File: config.mk
export PLATFORM = sky130hd
export DESIGN_NAME = keyed_watchdog
export DESIGN_NICKNAME = d
export VERILOG_FILES = /design/src/rtl/kwd_pkg.sv /design/src/rtl/kwd_datapath.sv /design/src/rtl/kwd_ctrl.sv /design/src/rtl/keyed_watchdog.sv
export SDC_FILE = /design/constraint.sdc
export NUM_CORES = 1
export LEC_CHECK = 0
export ABC_AREA = 1
export CAP_MARGIN = 40
export CORE_ASPECT_RATIO = 1.1
export CORE_MARGIN = 2
export CORE_UTILIZATION = 55
export DETAILED_ROUTE_END_ITERATION = 8
export DONT_BUFFER_PORTS = 1
export GPL_TIMING_DRIVEN = 0
export PLACE_DENSITY = 0.7
export SLEW_MARGIN = 25
export SYNTH_ARGS = -nofsm -noshare
export SYNTH_HDL_FRONTEND = slang
export SYNTH_SLANG_ARGS = --single-unit
File: constraint.sdc
create_clock -name clk -period 2.9 [get_ports clk]
set_input_delay 0.29 -clock clk [delete_from_list [all_inputs] [get_ports clk]]
set_output_delay 0.29 -clock clk [all_outputs]
set_load 0.01 [all_outputs]
File: src/rtl/kwd_pkg.sv
package kwd_pkg;
  localparam logic [7:0] KEY_ARM  = 8'h55;
  localparam logic [7:0] KEY_FIRE = 8'hAA;

  typedef struct packed {
    logic [1:0] tmoSel;
    logic       busClk;
    logic       windowEn;
  } kwdCfg_t;

  typedef struct packed {
    logic runEn;
    logic clrCount;
  } kwdStrobe_t;

  localparam kwdCfg_t CFG_AFTER_RESET = '{tmoSel: 2'd3, busClk: 1'b0, windowEn: 1'b0};
endpackage

File: src/rtl/kwd_datapath.sv
module kwd_datapath
  import kwd_pkg::*;
#(
  parameter int T1_LOG2      = 5,
  parameter int T2_LOG2      = 8,
  parameter int T3_LOG2      = 10,
  parameter int BUS_PRE_LOG2 = 8
) (
  input  logic       clk,
  input  logic       rstN,
  input  logic       lpTick,
  input  logic       debugMode,
  input  logic       stopMode,
  input  logic [1:0] tmoSel,
  input  logic       busClk,
  input  kwdStrobe_t strb,
  output logic       expire,
  output logic       windowOpen
);
  localparam int CNT_W = T3_LOG2 + 1;
  localparam logic [CNT_W-1:0] ONE = CNT_W'(1);

  logic [CNT_W-1:0] count;
  logic [CNT_W-1:0] termCount;
  logic             frozen;
  logic             busTick;
  logic             tickEn;

  always_comb begin
    case (tmoSel)
      2'd2:    termCount = ONE << T2_LOG2;
      2'd3:    termCount = ONE << T3_LOG2;
      default: termCount = ONE << T1_LOG2;
    endcase
  end

  assign frozen = debugMode | stopMode;

  generate
    if (BUS_PRE_LOG2 == 0) begin : g_noPre
      assign busTick = 1'b1;
    end else begin : g_pre
      logic [BUS_PRE_LOG2-1:0] preCnt;
      always_ff @(posedge clk or negedge rstN) begin
        if (!rstN)
          preCnt <= '0;
        else if (strb.clrCount || !strb.runEn || !busClk)
          preCnt <= '0;
        else if (!frozen)
          preCnt <= preCnt + 1'b1;
      end
      assign busTick = &preCnt;
    end
  endgenerate

  assign tickEn     = busClk ? busTick : lpTick;
  assign expire     = strb.runEn && !frozen && tickEn && (count >= termCount - ONE);
  assign windowOpen = count >= (termCount - (termCount >> 2));

  always_ff @(posedge clk or negedge rstN) begin
    if (!rstN)
      count <= '0;
    else if (!strb.runEn || strb.clrCount || (frozen && !busClk))
      count <= '0;
    else if (!frozen && tickEn)
      count <= count + ONE;
  end

  AST_NO_OVERFLOW: assert property (@(posedge clk) disable iff (!rstN)
    strb.runEn |-> (count < termCount));
  AST_LP_FREEZE_ZERO: assert property (@(posedge clk) disable iff (!rstN)
    (strb.runEn && !busClk && frozen) |=> (count == '0));
  AST_BUS_FREEZE_HOLD: assert property (@(posedge clk) disable iff (!rstN)
    (strb.runEn && busClk && frozen && !strb.clrCount) |=> $stable(count));
endmodule

File: src/rtl/kwd_ctrl.sv
module kwd_ctrl
  import kwd_pkg::*;
(
  input  logic       clk,
  input  logic       rstN,
  input  logic       porN,
  input  logic       cfgWrEn,
  input  kwdCfg_t    cfgIn,
  input  logic       svcWrEn,
  input  logic [7:0] svcData,
  input  logic       expire,
  input  logic       windowOpen,
  output kwdCfg_t    cfg,
  output kwdStrobe_t strb,
  output logic       rstReq,
  output logic       causeFlag
);
  logic locked;
  logic armed;
  logic runEn;
  logic cfgAccept;
  logic isArm;
  logic isFire;
  logic badWrite;
  logic early;
  logic fault;
  logic goodSvc;

  assign runEn     = cfg.tmoSel != 2'd0;
  assign cfgAccept = cfgWrEn && !locked;
  assign isArm     = svcWrEn && (svcData == KEY_ARM);
  assign isFire    = svcWrEn && (svcData == KEY_FIRE) && armed;
  assign badWrite  = svcWrEn && !isArm && !isFire;
  assign early     = isFire && cfg.windowEn && !windowOpen;
  assign fault     = runEn && (expire || badWrite || early);
  assign goodSvc   = runEn && isFire && !early;

  assign strb.runEn    = runEn;
  assign strb.clrCount = fault || goodSvc || cfgAccept;

  always_ff @(posedge clk or negedge rstN) begin
    if (!rstN) begin
      cfg    <= CFG_AFTER_RESET;
      locked <= 1'b0;
    end else if (cfgAccept) begin
      cfg    <= cfgIn;
      locked <= 1'b1;
    end
  end

  always_ff @(posedge clk or negedge rstN) begin
    if (!rstN)
      armed <= 1'b0;
    else if (!runEn || fault || isFire)
      armed <= 1'b0;
    else if (isArm)
      armed <= 1'b1;
  end

  always_ff @(posedge clk or negedge rstN) begin
    if (!rstN)
      rstReq <= 1'b0;
    else
      rstReq <= fault;
  end

  always_ff @(posedge clk or negedge porN) begin
    if (!porN)
      causeFlag <= 1'b0;
    else if (fault)
      causeFlag <= 1'b1;
  end

  AST_BAD_KEY_FIRES: assert property (@(posedge clk) disable iff (!rstN)
    (runEn && svcWrEn && svcData != KEY_ARM && svcData != KEY_FIRE) |=> rstReq);
  AST_UNARMED_FIRE: assert property (@(posedge clk) disable iff (!rstN)
    (runEn && svcWrEn && svcData == KEY_FIRE && !armed) |=> rstReq);
  AST_EARLY_SERVICE: assert property (@(posedge clk) disable iff (!rstN)
    (runEn && cfg.windowEn && isFire && !windowOpen) |=> rstReq);
  AST_CFG_LOCKED: assert property (@(posedge clk) disable iff (!rstN)
    (locked && cfgWrEn) |=> $stable(cfg));
  AST_CAUSE_STICKY: assert property (@(posedge clk) disable iff (!porN)
    causeFlag |=> causeFlag);
  AST_CAUSE_WITH_REQ: assert property (@(posedge clk) disable iff (!porN)
    rstReq |-> causeFlag);
  AST_DISABLED_QUIET: assert property (@(posedge clk) disable iff (!rstN)
    !runEn |=> !rstReq);
endmodule

File: src/rtl/keyed_watchdog.sv
module keyed_watchdog
  import kwd_pkg::*;
#(
  parameter int T1_LOG2      = 5,
  parameter int T2_LOG2      = 8,
  parameter int T3_LOG2      = 10,
  parameter int BUS_PRE_LOG2 = 8
) (
  input  logic       clk,
  input  logic       rstN,
  input  logic       porN,
  input  logic       lpTick,
  input  logic       cfgWrEn,
  input  logic [1:0] cfgTmoSel,
  input  logic       cfgBusClk,
  input  logic       cfgWindowEn,
  input  logic       svcWrEn,
  input  logic [7:0] svcData,
  input  logic       debugMode,
  input  logic       stopMode,
  output logic       rstReq,
  output logic       copCause
);
  kwdCfg_t    cfgIn;
  kwdCfg_t    cfg;
  kwdStrobe_t strb;
  logic       expire;
  logic       windowOpen;

  assign cfgIn = '{tmoSel: cfgTmoSel, busClk: cfgBusClk, windowEn: cfgWindowEn};

  kwd_ctrl ctrl_i (
    .clk(clk), .rstN(rstN), .porN(porN),
    .cfgWrEn(cfgWrEn), .cfgIn(cfgIn),
    .svcWrEn(svcWrEn), .svcData(svcData),
    .expire(expire), .windowOpen(windowOpen),
    .cfg(cfg), .strb(strb), .rstReq(rstReq), .causeFlag(copCause)
  );

  kwd_datapath #(
    .T1_LOG2(T1_LOG2), .T2_LOG2(T2_LOG2), .T3_LOG2(T3_LOG2),
    .BUS_PRE_LOG2(BUS_PRE_LOG2)
  ) dp_i (
    .clk(clk), .rstN(rstN), .lpTick(lpTick),
    .debugMode(debugMode), .stopMode(stopMode),
    .tmoSel(cfg.tmoSel), .busClk(cfg.busClk),
    .strb(strb), .expire(expire), .windowOpen(windowOpen)
  );
endmodule

==> flow_summary.json <==
{
  "status": "complete, but fails checks",
  "violations": "design-rule violations",
  "yosys-mux-area-fraction_pct": 0.548,
  "wl_mm": 3.20,
  "synth_area_leader_cell": "dfrtp_1",
  "grt_use_total_pct": 19.5,
  "clock_path_buffers": 2,
  "syn_to_final_growth_pct": 6.17,
  "dp_slack_ns": 0.739,
  "final_cells": 281,
  "hpwl_mm": 2.45,
  "crit_path_frequent_cell": "nor2_1",
  "fmax_ghz": 0.461,
  "seq_area_frac_synth_pct": 37.1,
  "cp_slowest_cell": "dfstp_2",
  "first_pass_iters": 6,
  "drive_above_1_share_pct": 15.8,
  "fin_util_pct": 62.5,
  "ys_seq_elements": 27,
  "slew_violations": 0,
  "avgSynthCellArea_um2": 7.64,
  "fp.dieH_um": 64.4,
  "cts_resized": 0,
  "core_area_um2": 3100,
  "num_vias": 1363,
  "hold_violations": 0,
  "ys_warn_count": 0,
  "slowest_delay_ns": 0.58,
  "finalWorstPathRequiredPeriod_ns": 2.17,
  "dieArea_um2": 3800,
  "final.setup_skew_ns": 0.0102,
  "worstPathMaxFanout": 10,
  "peakVddDrop_uv": 228,
  "clock-sinks": 27,
  "synth-xor-area-share_pct": 6.72,
  "grt_start_max_net_pins": 27,
  "clock_latency_ns": 0.32,
  "period_share_pct": 74.9,
  "gp_congestion": 0.882,
  "critPathBufInv": 2,
  "ios": 22,
  "max_cap_viol_count": 0,
  "n_antenna_cell": 0,
  "routed_via_density": 4.85,
  "hold_ws_ns": 0.0582,
  "placed_cells": 274,
  "cp_data_arrival_time_ns": 2.40,
  "finalSetupViolations": 0,
  "crit_type": "reg -> reg",
  "fin_nets": 278,
  "drtAntennaViolNets": 0,
  "critPathCaptureType": "flop",
  "grt_pass1_wl_mm": 5.78,
  "fin_tns_setup_ns": 0,
  "hold_path_class": "in -> reg",
  "cts_buffers": 3,
  "synth_top_family_by_area": "simple AND/OR/NAND/NOR gates",
  "synthDistinctLibCells": 29,
  "rsz0062_at_grt": "false",
  "required_ns": 3.13,
  "clk_pin_slew_worst_paths_ns": 0.15,
  "postCtsSetupRepairBufs": 0,
  "synthesis.area_um2": 1830,
  "drc": 2,
  "netlist_top_cells_area": "dfrtp_1 34%, nand2_1 11%, nor2_1 8.0%",
  "maxSlewHeadroom_pct": 53.0,
  "worst_slack_ns": 0.729,
  "wl_per_cell_um": 11.4,
  "htree_num_levels": 1,
  "synth-simple-area-share_pct": 35.2,
  "tritoncts": "yes",
  "synth_compound_area_share_pct": 5.35,
  "final-seq-area_um2": 678,
  "synth_top_area_share_pct": 34.3,
  "synthAdderAreaFrac_pct": 6.85,
  "drt-initial-drc-count": 66,
  "worstMarginPinSlew_ns": 0.702,
  "n_fill_cell": 292,
  "die_w_um": 58.9,
  "path_delay_family": "simple AND/OR/NAND/NOR gates",
  "cellPowerDensity_nw_per_um2": 355,
  "crit_chain": "buf_6 -> nand2_1 -> ha_1 -> nand3_1 -> nor2_1 -> nor2_1 -> nand3_1 -> nor2_1 -> nor2_4 -> nand4_2 -> buf_6 -> nor2_2",
  "grt_overflow": 0,
  "p_leak_nw": 0.917,
  "antenna_found_initial": 0,
  "synthCells": 239,
  "initial_core_util_pct": 58.9,
  "grt_pass1_vias": 1373,
  "clockRootBuffer": "clkbuf_4",
  "io_buffers": 0,
  "row_count": 21,
  "multi_input_area_um2": 1000,
  "cp-start-kind": "flop"
}
[metal layers]
metal	wire, um	share of wire (%)	global-route usage, %
met5	0	0	0
met4	31	0.97	5.11
met3	111	3.5	2.79
met2	1430	45	32.1
met1	1620	51	26.9
[placed cells by master, fill, tap and decap left out]
cell type	Yosys	layout
or2_2	3	3
or2_1	1	1
inv_2	3	3
nor2_4	5	5
inv_1	29	29
buf_6	2	2
xnor2_1	1	1
mux2i_1	1	1
dlygate4sd3_1	0	2
o21ai_0	7	7
nand2_4	2	2
nand4_1	2	2
a21boi_1	1	1
a31o_2	1	1
clkbuf_4	0	3
nor2_1	39	39
clkbuf_1	1	2
a21oi_1	4	4
xor2_1	13	13
o21ai_4	1	1
nand4_2	2	2
nor2_2	12	12
nand3_1	9	9
dfstp_2	2	2
nand2_2	2	2
ha_1	10	10
nor3_1	3	3
nand2_1	55	55
buf_12	0	1
dfrtp_1	25	25
o21ai_1	2	2
conb_1	1	2
[registers in the layout, indices dropped and copies added, names as in the netlist]
| register | cells |
|---|---|
| ctrl_i.rstReq | 1 |
| ctrl_i.locked | 1 |
| dp_i.g_pre.preCnt | 8 |
| ctrl_i.cfg | 4 |
| ctrl_i.causeFlag | 1 |
| ctrl_i.armed | 1 |
| dp_i.count | 11 |
[power breakdown]
| part | total [mW] | leakage (nW) | internal [mW] | switching, mW |
|---|---|---|---|---|
| registers | 0.399 | 0.354 | 0.390 | 0.00921 |
| logic | 0.125 | 0.548 | 0.0473 | 0.0778 |
| clock network | 0.163 | 0.0150 | 0.0538 | 0.110 |
| total | 0.687 | 0.917 | 0.491 | 0.197 |
[cells by family after synthesis]
kind of cell	after synthesis
muxes	1
AOI/OAI and AO/OA	16
and+or+nand+nor	135
adders and majority gates	10
other	1
DFF	27
buffers and inverters	35
xor gates and xnor gates	14
[worst paths after layout]
path | from | end | slack (ns) | depth (start not counted)
max | ctrl_i.cfg[3] | dp_i.count[4] | 0.73 | 12
min | cfgTmoSel[0] | ctrl_i.cfg[2] | 0.06 | 2
max reg2reg | ctrl_i.cfg[3] | dp_i.count[4] | 0.73 | 12
min reg2reg | ctrl_i.locked | ctrl_i.locked | 0.49 | 1
max in group asynchronous | rstN | ctrl_i.cfg[3] | 2.30 | 2
min in group asynchronous | porN | ctrl_i.causeFlag | 0.16 | 1
[per-stage QoR]
| step | area, um2 | power (mW) |
|---|---|---|
| 3_5_place_dp | 1870 | 0.519 |
| 3_3_place_gp | 1870 | 0.517 |
| 5_1_grt | 1940 | 0.732 |
| 2_1_floorplan | 1830 | 0.499 |
| 6_report | 1940 | 0.687 |
| 4_1_cts | 1940 | 0.703 |
[Yosys cell counts (all sizes together)]
library cell and count:
nand2 59, nor2 56, inv 32, dfrtp 25
xor2 13, ha 10, o21ai 10, nand3 9
a21oi 4, nand4 4, or2 4, nor3 3
buf 2, dfstp 2, a21boi 1, a31o 1
clkbuf 1, conb 1, mux2i 1, xnor2 1
[area by class of cell]
class                           count  area share (%)
Multi-Input combinational cell    178            51.8
Tap cell                           34            2.19
Timing Repair Buffer                3            2.07
Buffer                              3            1.36
Inverter                           32            6.20
Clock buffer                        4            1.36
Sequential cell                    27            35.0
[timing repair]
| item | in CTS | in global routing |
|---|---|---|
| hold buffers | 3 | 0 |
| endpoints found under the setup margin | 0 | 0 |
| endpoints found under the hold margin | 27 | 0 |
Note: power is estimated with default switching activity, not from simulation.
